## src/rtl/arb_pkg.sv

```systemverilog
package arb_pkg;
  localparam int ARB_NSLOT = 5;

  // index one above i, wrapping at n
  function automatic int unsigned arb_wrap_inc(input int unsigned i, input int unsigned n);
    return (i + 1 >= n) ? 0 : i + 1;
  endfunction
endpackage

```

## src/rtl/arb_grp_reg.sv

```systemverilog
module arb_grp_reg #(
  parameter int N = 5
) (
  input  logic         clk,
  input  logic         rst_n,
  input  logic         wr_en,
  input  logic [N-1:0] wr_data,
  output logic [N-1:0] grp
);
  logic [N-1:0] grp_d;

  always_comb begin
    grp_d = grp;
    if (wr_en) grp_d = wr_data;
  end

  always_ff @(posedge clk or negedge rst_n) begin
    if (!rst_n) grp <= '0;
    else        grp <= grp_d;
  end
endmodule

```

## src/rtl/arb_fixed_pick.sv

```systemverilog
module arb_fixed_pick #(
  parameter int N = 5
) (
  input  logic [N-1:0] vec,
  output logic         any,
  output logic [N-1:0] oh
);
  always_comb begin
    oh = '0;
    for (int i = 0; i < N; i++) begin
      if (vec[i]) begin
        oh    = '0;
        oh[i] = 1'b1;
      end
    end
    any = |vec;
  end
endmodule

```

## src/rtl/arb_rr_pick.sv

```systemverilog
module arb_rr_pick #(
  parameter int N  = 5,
  localparam int IW = (N > 1) ? $clog2(N) : 1
) (
  input  logic [N-1:0]  vec,
  input  logic [IW-1:0] ptr,
  output logic          any,
  output logic [N-1:0]  oh,
  output logic [IW-1:0] idx
);
  always_comb begin
    int unsigned pos;
    logic        found;
    oh    = '0;
    idx   = '0;
    found = 1'b0;
    for (int k = 0; k < N; k++) begin
      pos = int'(ptr) + k;
      if (pos >= N) pos = pos - N;
      if (!found && vec[pos]) begin
        found   = 1'b1;
        oh[pos] = 1'b1;
        idx     = IW'(pos);
      end
    end
    any = found;
  end
endmodule

```

## src/rtl/arb_two_tier.sv

```systemverilog
module arb_two_tier #(
  parameter int N = arb_pkg::ARB_NSLOT,
  localparam int IW = (N > 1) ? $clog2(N) : 1
) (
  input  logic         clk,
  input  logic         rst_n,
  input  logic [N-1:0] req,
  input  logic         bus_idle,
  input  logic         grp_wr_en,
  input  logic [N-1:0] grp_wr_data,
  output logic [N-1:0] gnt
);
  logic [N-1:0]  grp_q;
  logic [N-1:0]  gnt_q, gnt_d;
  logic [IW-1:0] ptr_q, ptr_d;
  logic          hi_any, lo_any, rearb, lo_win;
  logic [N-1:0]  hi_oh, lo_oh;
  logic [IW-1:0] lo_idx;

  arb_grp_reg #(.N(N)) u_grp (
    .clk(clk), .rst_n(rst_n), .wr_en(grp_wr_en),
    .wr_data(grp_wr_data), .grp(grp_q)
  );

  arb_fixed_pick #(.N(N)) u_hi (
    .vec(req & grp_q), .any(hi_any), .oh(hi_oh)
  );

  arb_rr_pick #(.N(N)) u_lo (
    .vec(req & ~grp_q), .ptr(ptr_q), .any(lo_any), .oh(lo_oh), .idx(lo_idx)
  );

  // decision edge: no owner, bus idle, or owner withdrew
  assign rearb  = (gnt_q == '0) || bus_idle || ((gnt_q & req) == '0);
  assign lo_win = rearb && !hi_any && lo_any;

  always_comb begin
    gnt_d = gnt_q;
    ptr_d = ptr_q;
    if (rearb) gnt_d = hi_any ? hi_oh : lo_oh;
    if (lo_win) ptr_d = IW'(arb_pkg::arb_wrap_inc(int'(lo_idx), N));
  end

  always_ff @(posedge clk or negedge rst_n) begin
    if (!rst_n) begin
      gnt_q <= '0;
      ptr_q <= '0;
    end else begin
      gnt_q <= gnt_d;
      ptr_q <= ptr_d;
    end
  end

  assign gnt = gnt_q;
endmodule

```

## config.mk

```make
export PLATFORM = sky130hd
export DESIGN_NAME = arb_two_tier
export DESIGN_NICKNAME = d
export VERILOG_FILES = /design/src/rtl/arb_pkg.sv /design/src/rtl/arb_grp_reg.sv /design/src/rtl/arb_fixed_pick.sv /design/src/rtl/arb_rr_pick.sv /design/src/rtl/arb_two_tier.sv
export SDC_FILE = /design/constraint.sdc
export NUM_CORES = 1
export LEC_CHECK = 0
export BUFFER_PORTS_ARGS = -buffer_cell sky130_fd_sc_hd__buf_2
export CORE_MARGIN = 2
export CORE_UTILIZATION = 62
export DETAILED_ROUTE_END_ITERATION = 10
export PLACE_DENSITY = 0.81
export REMOVE_ABC_BUFFERS = 1
export SLEW_MARGIN = 0
export SYNTH_ARGS = -nofsm -noshare
export SYNTH_HDL_FRONTEND = slang
export SYNTH_SLANG_ARGS = --single-unit
```

## constraint.sdc

```tcl
create_clock -name clk -period 9.17 [get_ports clk]
set_input_delay 2.2925 -clock clk [delete_from_list [all_inputs] [get_ports clk]]
set_output_delay 2.2925 -clock clk [all_outputs]
set_load 0.02 [all_outputs]
```

# [Word-level counts from Yosys, hierarchy flattened]
# Cells that the tools add are included.
[totals] wordCells=105 regBits=13 input_bits=14 output_inout_bits=5
[classes] n_bitwise=8 muxes=47 magnitude_cmp=16 add_sub_neg=10 reduce_logical=21
[op_table] cell="32-bit by 1-bit >= comparator with 1-bit output (second input constant)" count=5
[op_table] cell="32-bit by 4-bit less-than comparator with 1-bit output (second input constant)" count=5
[op_table] cell="32-bit 2-to-1 mux" count=5
[op_table] cell="32-bit by 3-bit >= comparator with 1-bit output (second input constant)" count=4
[op_table] cell="32-bit by 3-bit subtractor with 32-bit output (second input constant)" count=4
[op_table] cell="5-bit 2-to-1 mux" count=7
[op_table] cell="3-bit 2-to-1 mux" count=7
[op_table] cell="5-bit bitwise OR" count=4
[op_table] cell="1-bit 2-to-1 mux" count=16
[op_table] cell="5-bit bitwise AND" count=3
[op_table] cell="1-bit binary-select mux with 3-bit select" count=5
[op_table] cell="1-bit demux with 3-bit select" count=5
[op_table] cell="1-bit logical AND" count=11
[op_table] cell="5-bit zero test" count=2
[op_table] cell="3-bit by 1-bit adder with 4-bit output (second input constant)" count=2
[op_table] cell="3-bit by 2-bit adder with 4-bit output (second input constant)" count=2
[op_table] cell="1-bit zero test" count=5
[op_table] cell="5-bit inverter" count=1
[op_table] cell="5-bit OR reduction" count=1
[op_table] cell="3-bit by 3-bit adder with 4-bit output (second input constant)" count=1
[op_table] cell="4-bit by 3-bit >= comparator with 1-bit output (second input constant)" count=1
[op_table] cell="4-bit 2-to-1 mux" count=1
[op_table] cell="3-bit by 3-bit subtractor with 4-bit output (second input constant)" count=1
[op_table] cell="3-bit >= comparator (second input constant)" count=1
[op_table] cell="other kinds (2)" count=3

# [Longest topological paths before layout]
# Gate-level depths: netlist (run 1).
[logic_depth] ltp_word=20 ltp_mapped=17 mapped_depth_nobuf=15

# [Hierarchy]
# Synthesis (run 1) repeated with hierarchy kept, for this count alone.
[hier_totals] hier_cells=299 area_unflattened_um2=2403.6
[by_module_without_submodules] mod="arb_rr_pick" cells_per_inst=232 instances=1 area_per_inst_um2=1636.6
[by_module_without_submodules] mod="arb_two_tier" cells_per_inst=50 instances=1 area_per_inst_um2=530.5
[by_module_without_submodules] mod="arb_grp_reg" cells_per_inst=10 instances=1 area_per_inst_um2=181.4
[by_module_without_submodules] mod="arb_fixed_pick" cells_per_inst=7 instances=1 area_per_inst_um2=55.1

# [Least setup slack after synthesis (run 1)]
# No wires, ideal clock.
[synth_timing] path_type="input port to flip-flop" startpoint="in req[3]" endpoint="reg ptr_q[0]" cell_stages=12 arrival_time_ps=4703 slack_ps=4336 t_required_ps=9039 setup_ps=131 path_cell_list="nor2b_1 a2111oi_0 a311o_1 a22oi_1 nand2b_1 buf_2 nor3_2 a221o_1 ha_1 nor4_1 a211o_1 o31ai_1"
[synth_via] elab_chain_cells=19 word_cells_on_any_way=40
[synth_lines] element="start: declaration" line_no="arb_two_tier.sv:7" text="input logic [N-1:0] req,"
[synth_lines] element="5-bit bitwise AND" line_no="arb_two_tier.sv:30" text=".vec(req & ~grp_q), .ptr(ptr_q), .any(lo_any), .oh(lo_oh), .idx(lo_idx)"
[synth_lines] element="1-bit binary-select mux with 3-bit select" line_no="arb_rr_pick.sv:20" text="if (!found && vec[pos]) begin"
[synth_lines] element="1-bit 2-to-1 mux (not written as such)" line_no="arb_rr_pick.sv:20"
[synth_lines] element="1-bit 2-to-1 mux" line_no="arb_rr_pick.sv:20"
[synth_lines] element="1-bit zero test" line_no="arb_rr_pick.sv:20"
[synth_lines] element="1-bit logical AND" line_no="arb_rr_pick.sv:20"
[synth_lines] element="1-bit 2-to-1 mux" line_no="arb_rr_pick.sv:20"
[synth_lines] element="1-bit zero test" line_no="arb_rr_pick.sv:20"
[synth_lines] element="(+3 left out)"
[synth_lines] element="1-bit logical AND" line_no="arb_rr_pick.sv:20"
[synth_lines] element="1-bit 2-to-1 mux" line_no="arb_rr_pick.sv:20"
[synth_lines] element="1-bit zero test" line_no="arb_rr_pick.sv:20"
[synth_lines] element="1-bit logical AND" line_no="arb_rr_pick.sv:20"
[synth_lines] element="3-bit 2-to-1 mux" line_no="arb_rr_pick.sv:20"
[synth_lines] element="3-bit by 1-bit adder with 4-bit output" line_no="arb_pkg.sv:6" text="return (i + 1 >= n) ? 0 : i + 1;"
[synth_lines] element="4-bit by 3-bit >= comparator with 1-bit output" line_no="arb_pkg.sv:6"
[synth_lines] element="3-bit 2-to-1 mux" line_no="arb_pkg.sv:6"
[synth_lines] element="end signal: assignment" line_no="arb_two_tier.sv:50" text="ptr_q <= ptr_d;"
[synth_lines] element="end: declaration" line_no="arb_two_tier.sv:15" text="logic [IW-1:0] ptr_q, ptr_d;"
# Several ways; a longest one is shown, not always the timed one. The select of a mux whose other input is x is not followed.
# A chain may end at the register's enable or synchronous reset.

# [Worst setup path in the final report (run 1)]
# Ends and elaborated chain as after synthesis.

==> results.json, run 1 <==
{
  "n_antenna_cell": 0,
  "min_from": "u_grp.grp[2]$_DFFE_PN0P_",
  "worstHoldPathCells": 1,
  "ys.warnings.count": 0,
  "reg2reg_depth": 13,
  "hold_viol": 0,
  "synth_edf_count": 0,
  "cts_max_level": 1,
  "ys_seq_area_share_pct": 14.0,
  "nFillCells": 344,
  "ys_types": 69,
  "grt_first_pass_wirelength_um": 11900,
  "clk_latency_ns": 0.25,
  "die_h_um": 65.2,
  "wl_per_cell_um": 19.6,
  "ant_nets": 0,
  "end_kind": "register",
  "critPathLaunchType": "input port",
  "drv_cap": 0,
  "synth-seq-cells": 13,
  "reg2reg_from": "ptr_q[1]$_DFFE_PN0P_",
  "worst-r2r-setup-slack_ns": 4.11,
  "cts_tree": "yes",
  "hp-class": "register to register",
  "slowest_delay_ns": 0.46,
  "area_growth_pct": 6.09,
  "die_w_um": 65.2,
  "required_ns": 9.31,
  "finalCritPeriodShare_pct": 57.7,
  "setup_violations": 0,
  "synth_ff_type": "dfrtp_1",
  "initial_core_util_pct": 63.8,
  "layout.nets": 352,
  "die_area_um2": 4250,
  "postCtsSetupBuffers": 0,
  "seqCellArea_um2": 325,
  "placed_area_um2": 2420,
  "layout_common_cells": "nand2_1, o21ai_0, a21oi_1, ha_1, buf_2",
  "rsz0062_at_grt": "false",
  "cts_resized": 0,
  "cpMaxStageDelayCell": "or3b_2",
  "clock_sinks": 13,
  "syn-cell-area_um2": 2320,
  "timing.fmax_mhz": 189,
  "crit_type": "input port to register",
  "cp.arrival_ns": 5.43,
  "place_inst": 361,
  "drc": 0,
  "dpl.hpwl_um": 5500,
  "path_buf_inv": 1,
  "routed_wirelength_um": 7140,
  "place_congestion": 1.05,
  "status": "finished clean",
  "worstMarginPinSlew_ns": 0.936,
  "cts_max_path_buffers": 2,
  "final_common_cell": "nand2_1",
  "worstPathMaxFanout": 5,
  "skew_ns": 0.00623,
  "grt_pass1_vias": 2442,
  "globalRouteTotalUtil_pct": 36.4,
  "fin_hold_ws_ns": 0.545,
  "layout-drive-gt1-share_pct": 12.0,
  "rows": 22,
  "numPortBuffers": 18,
  "cts-root-buf": "clkbuf_8",
  "path_clk_slew_ns": 0.06,
  "setup_tns_ns": 0,
  "synthCells": 307,
  "drt_first_pass_iters": 5,
  "worstPathCellList": "buf_2 > nor2b_1 > a2111oi_0 > a311o_1 > a211oi_1 > or3b_2 > a22oi_1 > a2bb2oi_1 > ha_1 > nor4_1 > a211o_1 > o31ai_1",
  "overflow": 0,
  "design_area_um2": 2460,
  "antenna_found_initial": 0,
  "holdPathEnd": "u_grp.grp[2]$_DFFE_PN0P_",
  "cts-hold-fix-buffers": 0,
  "pin_count": 19,
  "slew_headroom_pct": 36.8,
  "cts_made_buffers": 3,
  "drt-initial-drc-count": 394,
  "vias_per_cell": 7.12,
  "core_um2": 3630,
  "crit-reg2reg-capture": "ptr_q[0]$_DFFE_PN0P_",
  "ys_async_sr_fraction_pct": 100,
  "multi_input_area_um2": 1880,
  "vias": 2599,
  "fin_cells": 365,
  "finalMaxSlewViolations": 0,
  "grt_max_degree": 32,
  "post-route-min-period_ns": 5.29,
  "syn_area_per_cell_um2": 7.56,
  "critPathTopFamily": "compound AO/OA/AOI/OAI gates"
}
[Yosys cell counts, drive strengths merged (4+ instances only)]
| master | n | share of area, % |
|---|---|---|
| nand2 | 34 | 5.5 |
| o21ai | 21 | 4.5 |
| a21oi | 20 | 4.5 |
| ha | 19 | 10 |
| inv | 14 | 2.3 |
| dfrtp | 13 | 14 |
| nand3 | 13 | 2.8 |
| nor2 | 12 | 1.9 |
| nand2b | 11 | 3.0 |
| nor2b | 9 | 2.4 |
| nor3 | 9 | 2.2 |
| clkbuf | 8 | 1.3 |
| nor4 | 8 | 3.1 |
| mux2 | 7 | 3.4 |
| mux2i | 7 | 3.0 |
| a211oi | 6 | 1.9 |
| a21o | 5 | 1.6 |
| a31oi | 5 | 1.3 |
| and2 | 5 | 1.3 |
| buf | 5 | 1.3 |
| o31ai | 5 | 1.6 |
| or3 | 5 | 1.6 |
| xnor2 | 5 | 1.9 |
| a221o | 4 | 1.7 |
| a22oi | 4 | 1.3 |
| and3 | 4 | 1.1 |
| o221ai | 4 | 1.5 |
| o22ai | 4 | 1.1 |
[sequential cells by signal (all words and copies together), names as in the netlist]
name       flops
gnt            5
ptr_q          3
u_grp.grp      5
[metrics by stage]
step	utilization, %	setup slack, ns
2_1_floorplan	-	4.29
3_3_place_gp	66.5	3.87
3_5_place_dp	66.5	3.70
4_1_cts	67.7	3.96
5_1_grt	67.7	3.67
6_report	67.7	3.88
[layer usage]
| metal | global-route usage (%) | vias to the layer above | wire length (um) |
|---|---|---|---|
| met3 | 5.99 | 36 | 687 |
| li1 | - | 1206 | - |
| met5 | 0 | - | 0 |
| met1 | 50.6 | 1184 | 3020 |
| met2 | 55.2 | 173 | 3080 |
| met4 | 16.4 | 0 | 352 |
[logic make-up after synthesis]
| group | Yosys count | share of synthesized area, % |
|---|---|---|
| AND/OR/NAND/NOR | 122 | 29.1 |
| AO/OA/AOI/OAI | 105 | 32.2 |
| buffers and inverters | 27 | 4.91 |
| adder cells (fa/ha/maj) | 20 | 11.1 |
| multiplexers | 14 | 6.42 |
| flip-flops | 13 | 14.0 |
| XOR/XNOR | 6 | 2.27 |
[worst max-delay path by stage]
stage	from	to	slack, ns	cells after the start
6_report	req[3]	ptr_q[0]$_DFFE_PN0P_	3.88	12
2_1_floorplan	req[3]	ptr_q[0]$_DFFE_PN0P_	4.29	11
3_5_place_dp	req[3]	ptr_q[0]$_DFFE_PN0P_	3.70	12
5_1_grt	req[3]	ptr_q[0]$_DFFE_PN0P_	3.67	12
4_1_cts	req[3]	ptr_q[0]$_DFFE_PN0P_	3.96	12
3_3_place_gp	req[3]	ptr_q[0]$_DFFE_PN0P_	3.87	12
[cell type report]
cell class / count / share of cell area (%)
repair buffers: 19 / 3.97
inverters: 14 / 2.14
multi-input cells: 267 / 76.4
well taps: 48 / 2.44
flip-flops and latches: 13 / 13.2
clock buffers: 4 / 1.83
Power of run 1 is left out: the tool's default activity adds up to more than one toggle a clock period on the data nets, which glitch-free logic cannot reach.
==> run 2: changes to the inputs <==
ABC_AREA = 1   (was not set)
CORE_UTILIZATION = 56   (was 62)
PLACE_DENSITY = 0.77   (was 0.81)
clock period = 4.66 ns   (was 9.17 ns; I/O delays follow)
==> results.json, run 2 <==
{
  "drt_first_pass_iters": 5,
  "fin_hold_ws_ns": 0.535,
  "n_antenna_cell": 0,
  "final_common_cell": "nand2_1",
  "synth-seq-cells": 13,
  "postCtsSetupBuffers": 0,
  "routed_wirelength_um": 6210,
  "status": "finished clean",
  "synthTopCellsByArea": "dfrtp_1, nand2_1, ha_1, nand3_1, nor2_1",
  "wl_per_cell_um": 14.0,
  "finalCritPeriodShare_pct": 83.6,
  "drv_cap": 0,
  "clock_sinks": 13,
  "hold_viol": 0,
  "ys_types": 46,
  "critPathLaunchType": "register",
  "die_area_um2": 5020,
  "worstHoldPathCells": 1,
  "drc": 0,
  "cts-root-buf": "clkbuf_8",
  "layout-drive-gt1-share_pct": 24.9,
  "yosys-top-cells-count": "nand2_1, nand3_1, nor2_1",
  "finalMaxSlewViolations": 0,
  "clk_latency_ns": 0.24,
  "vias": 2502,
  "die_h_um": 70.9,
  "cts_tree": "yes",
  "end_kind": "register",
  "cts_max_path_buffers": 2,
  "dpl.hpwl_um": 5060,
  "worst-r2r-setup-slack_ns": 0.77,
  "syn_area_per_cell_um2": 6.73,
  "die_w_um": 70.9,
  "grt_first_pass_wirelength_um": 11100,
  "synth-simple-area-share_pct": 52.5,
  "path_clk_slew_ns": 0.06,
  "synth_xor_area_share_pct": 2.45,
  "cts_max_level": 1,
  "cts_resized": 0,
  "setup_violations": 0,
  "worstPathMaxFanout": 12,
  "timing.fmax_mhz": 257,
  "reg2reg_depth": 20,
  "synth_edf_count": 0,
  "hp-class": "register to register",
  "cts-hold-fix-buffers": 0,
  "antenna_found_initial": 0,
  "ys_seq_area_share_pct": 13.0,
  "cts_made_buffers": 3,
  "rows": 24,
  "overflow": 0,
  "crit_type": "register to register",
  "worstMarginPinSlew_ns": 0.602,
  "crit-reg2reg-capture": "ptr_q[1]$_DFFE_PN0P_",
  "synth_area_leader_cell": "dfrtp_1",
  "reg2reg_from": "ptr_q[1]$_DFFE_PN0P_",
  "numPortBuffers": 18,
  "initial_core_util_pct": 57.9,
  "slew_headroom_pct": 59.9,
  "synthCells": 372,
  "synth_ff_type": "dfrtp_1",
  "grt_pass1_vias": 2400,
  "layout_common_cells": "nand2_1, nand3_1, nor2_1",
  "globalRouteTotalUtil_pct": 27.4,
  "drt-initial-drc-count": 209,
  "grt_max_degree": 17,
  "skew_ns": 0.00252,
  "holdPathEnd": "u_grp.grp[2]$_DFFE_PN0P_",
  "synth_compound_area_share_pct": 10.9,
  "required_ns": 4.79,
  "layout.nets": 425,
  "post-route-min-period_ns": 3.89,
  "ant_nets": 0,
  "vias_per_cell": 5.66,
  "synth_most_common_cell": "nand2_1",
  "synth_top_family_by_area": "simple AND/OR/NAND/NOR gates",
  "place_congestion": 0.926,
  "synth_top_cell_area_share_pct": 13.0,
  "cp.arrival_ns": 4.03,
  "nFillCells": 418,
  "syn-cell-area_um2": 2500,
  "setup_tns_ns": 0,
  "ys.warnings.count": 0,
  "muxShareOfSynthArea_pct": 1.80,
  "rsz0062_at_grt": "false",
  "area_growth_pct": 6.69,
  "min_from": "u_grp.grp[2]$_DFFE_PN0P_",
  "core_um2": 4320,
  "synth_adder_area_share_pct": 10.3,
  "ys_async_sr_fraction_pct": 100,
  "pin_count": 19
}
-- run 2: cell count changes after synthesis, sizes merged, moves of 6 or more --
cell / delta
a211oi: -6
nand2: +71
nor2: +38
a21oi: -7
nand3: +39
nand4: +14
clkbuf: -8
mux2i: -7
nor4: -6
nand2b: -11
nor2b: -9
inv: +35
-- run 2: per-layer routing --
layer  part of all wire, %  up-vias  track usage, %
met5                     0        -               0
met4                   2.0        0            6.92
met3                   3.9       11            2.28
met2                    48       71            44.4
met1                    46     1145            39.6
li1                      -     1275               -
-- run 2: how the worst max path moves through the flow --
stage / to / cells past startpoint / slack (ns) / from
3_5_place_dp: ptr_q[1]$_DFFE_PN0P_ / 20 / 0.82 / ptr_q[1]$_DFFE_PN0P_
4_1_cts: ptr_q[1]$_DFFE_PN0P_ / 19 / 0.79 / ptr_q[1]$_DFFE_PN0P_
2_1_floorplan: ptr_q[0]$_DFFE_PN0P_ / 20 / 1.22 / ptr_q[0]$_DFFE_PN0P_
6_report: ptr_q[1]$_DFFE_PN0P_ / 20 / 0.77 / ptr_q[1]$_DFFE_PN0P_
3_3_place_gp: ptr_q[0]$_DFFE_PN0P_ / 18 / 0.96 / ptr_q[1]$_DFFE_PN0P_
5_1_grt: ptr_q[1]$_DFFE_PN0P_ / 20 / 0.33 / ptr_q[1]$_DFFE_PN0P_
-- run 2: through the flow --
stage               std cells  util, %  setup slack, ns  instance area, um^2
floorplan                 367        -             1.22                 2460
global route              442     61.8            0.331                 2670
CTS                       442     61.8            0.788                 2670
detailed placement        438     60.8            0.823                 2630
global placement          438     60.8            0.963                 2630
finish                    442     61.8            0.767                 2670
-- run 2: logic make-up (layout without fill, tap and decap cells) --
logic type	after synthesis	after routing
and+or+nand+nor	237	237
buffers and inverters	54	72
AOI/OAI and AO/OA	40	40
adders and majority gates	20	20
DFF	13	13
xor gates and xnor gates	4	4
muxes	4	4
-- run 2: layout make-up --
class                      instances  area (um^2)  area share [%]
multi-input combinational        305         1950            73.1
sequential                        13          325            12.2
inverter                          49          186            6.98
timing repair buffer              19         97.6            3.65
tap                               52         65.1            2.43
clock buffer                       4         45.0            1.69
-- run 2: worst max-delay path, stage by stage, from the launching register on --
cell and delay [ns]:
dfrtp_1 0.50, inv_1 0.28, ha_1 0.28, ha_1 0.37
inv_1 0.23, a21oi_2 0.13, nor2_1 0.22, nand3_1 0.15
nand3_2 0.24, inv_2 0.11, nor3_2 0.29, nand3_1 0.14
nand3_1 0.18, nand2_1 0.10, inv_1 0.07, ha_1 0.18
nand2_1 0.07, nand2_2 0.08, nand2_2 0.05, nand2_1 0.06
nand2_1 0.05
Power of run 2 is left out for the same reason.
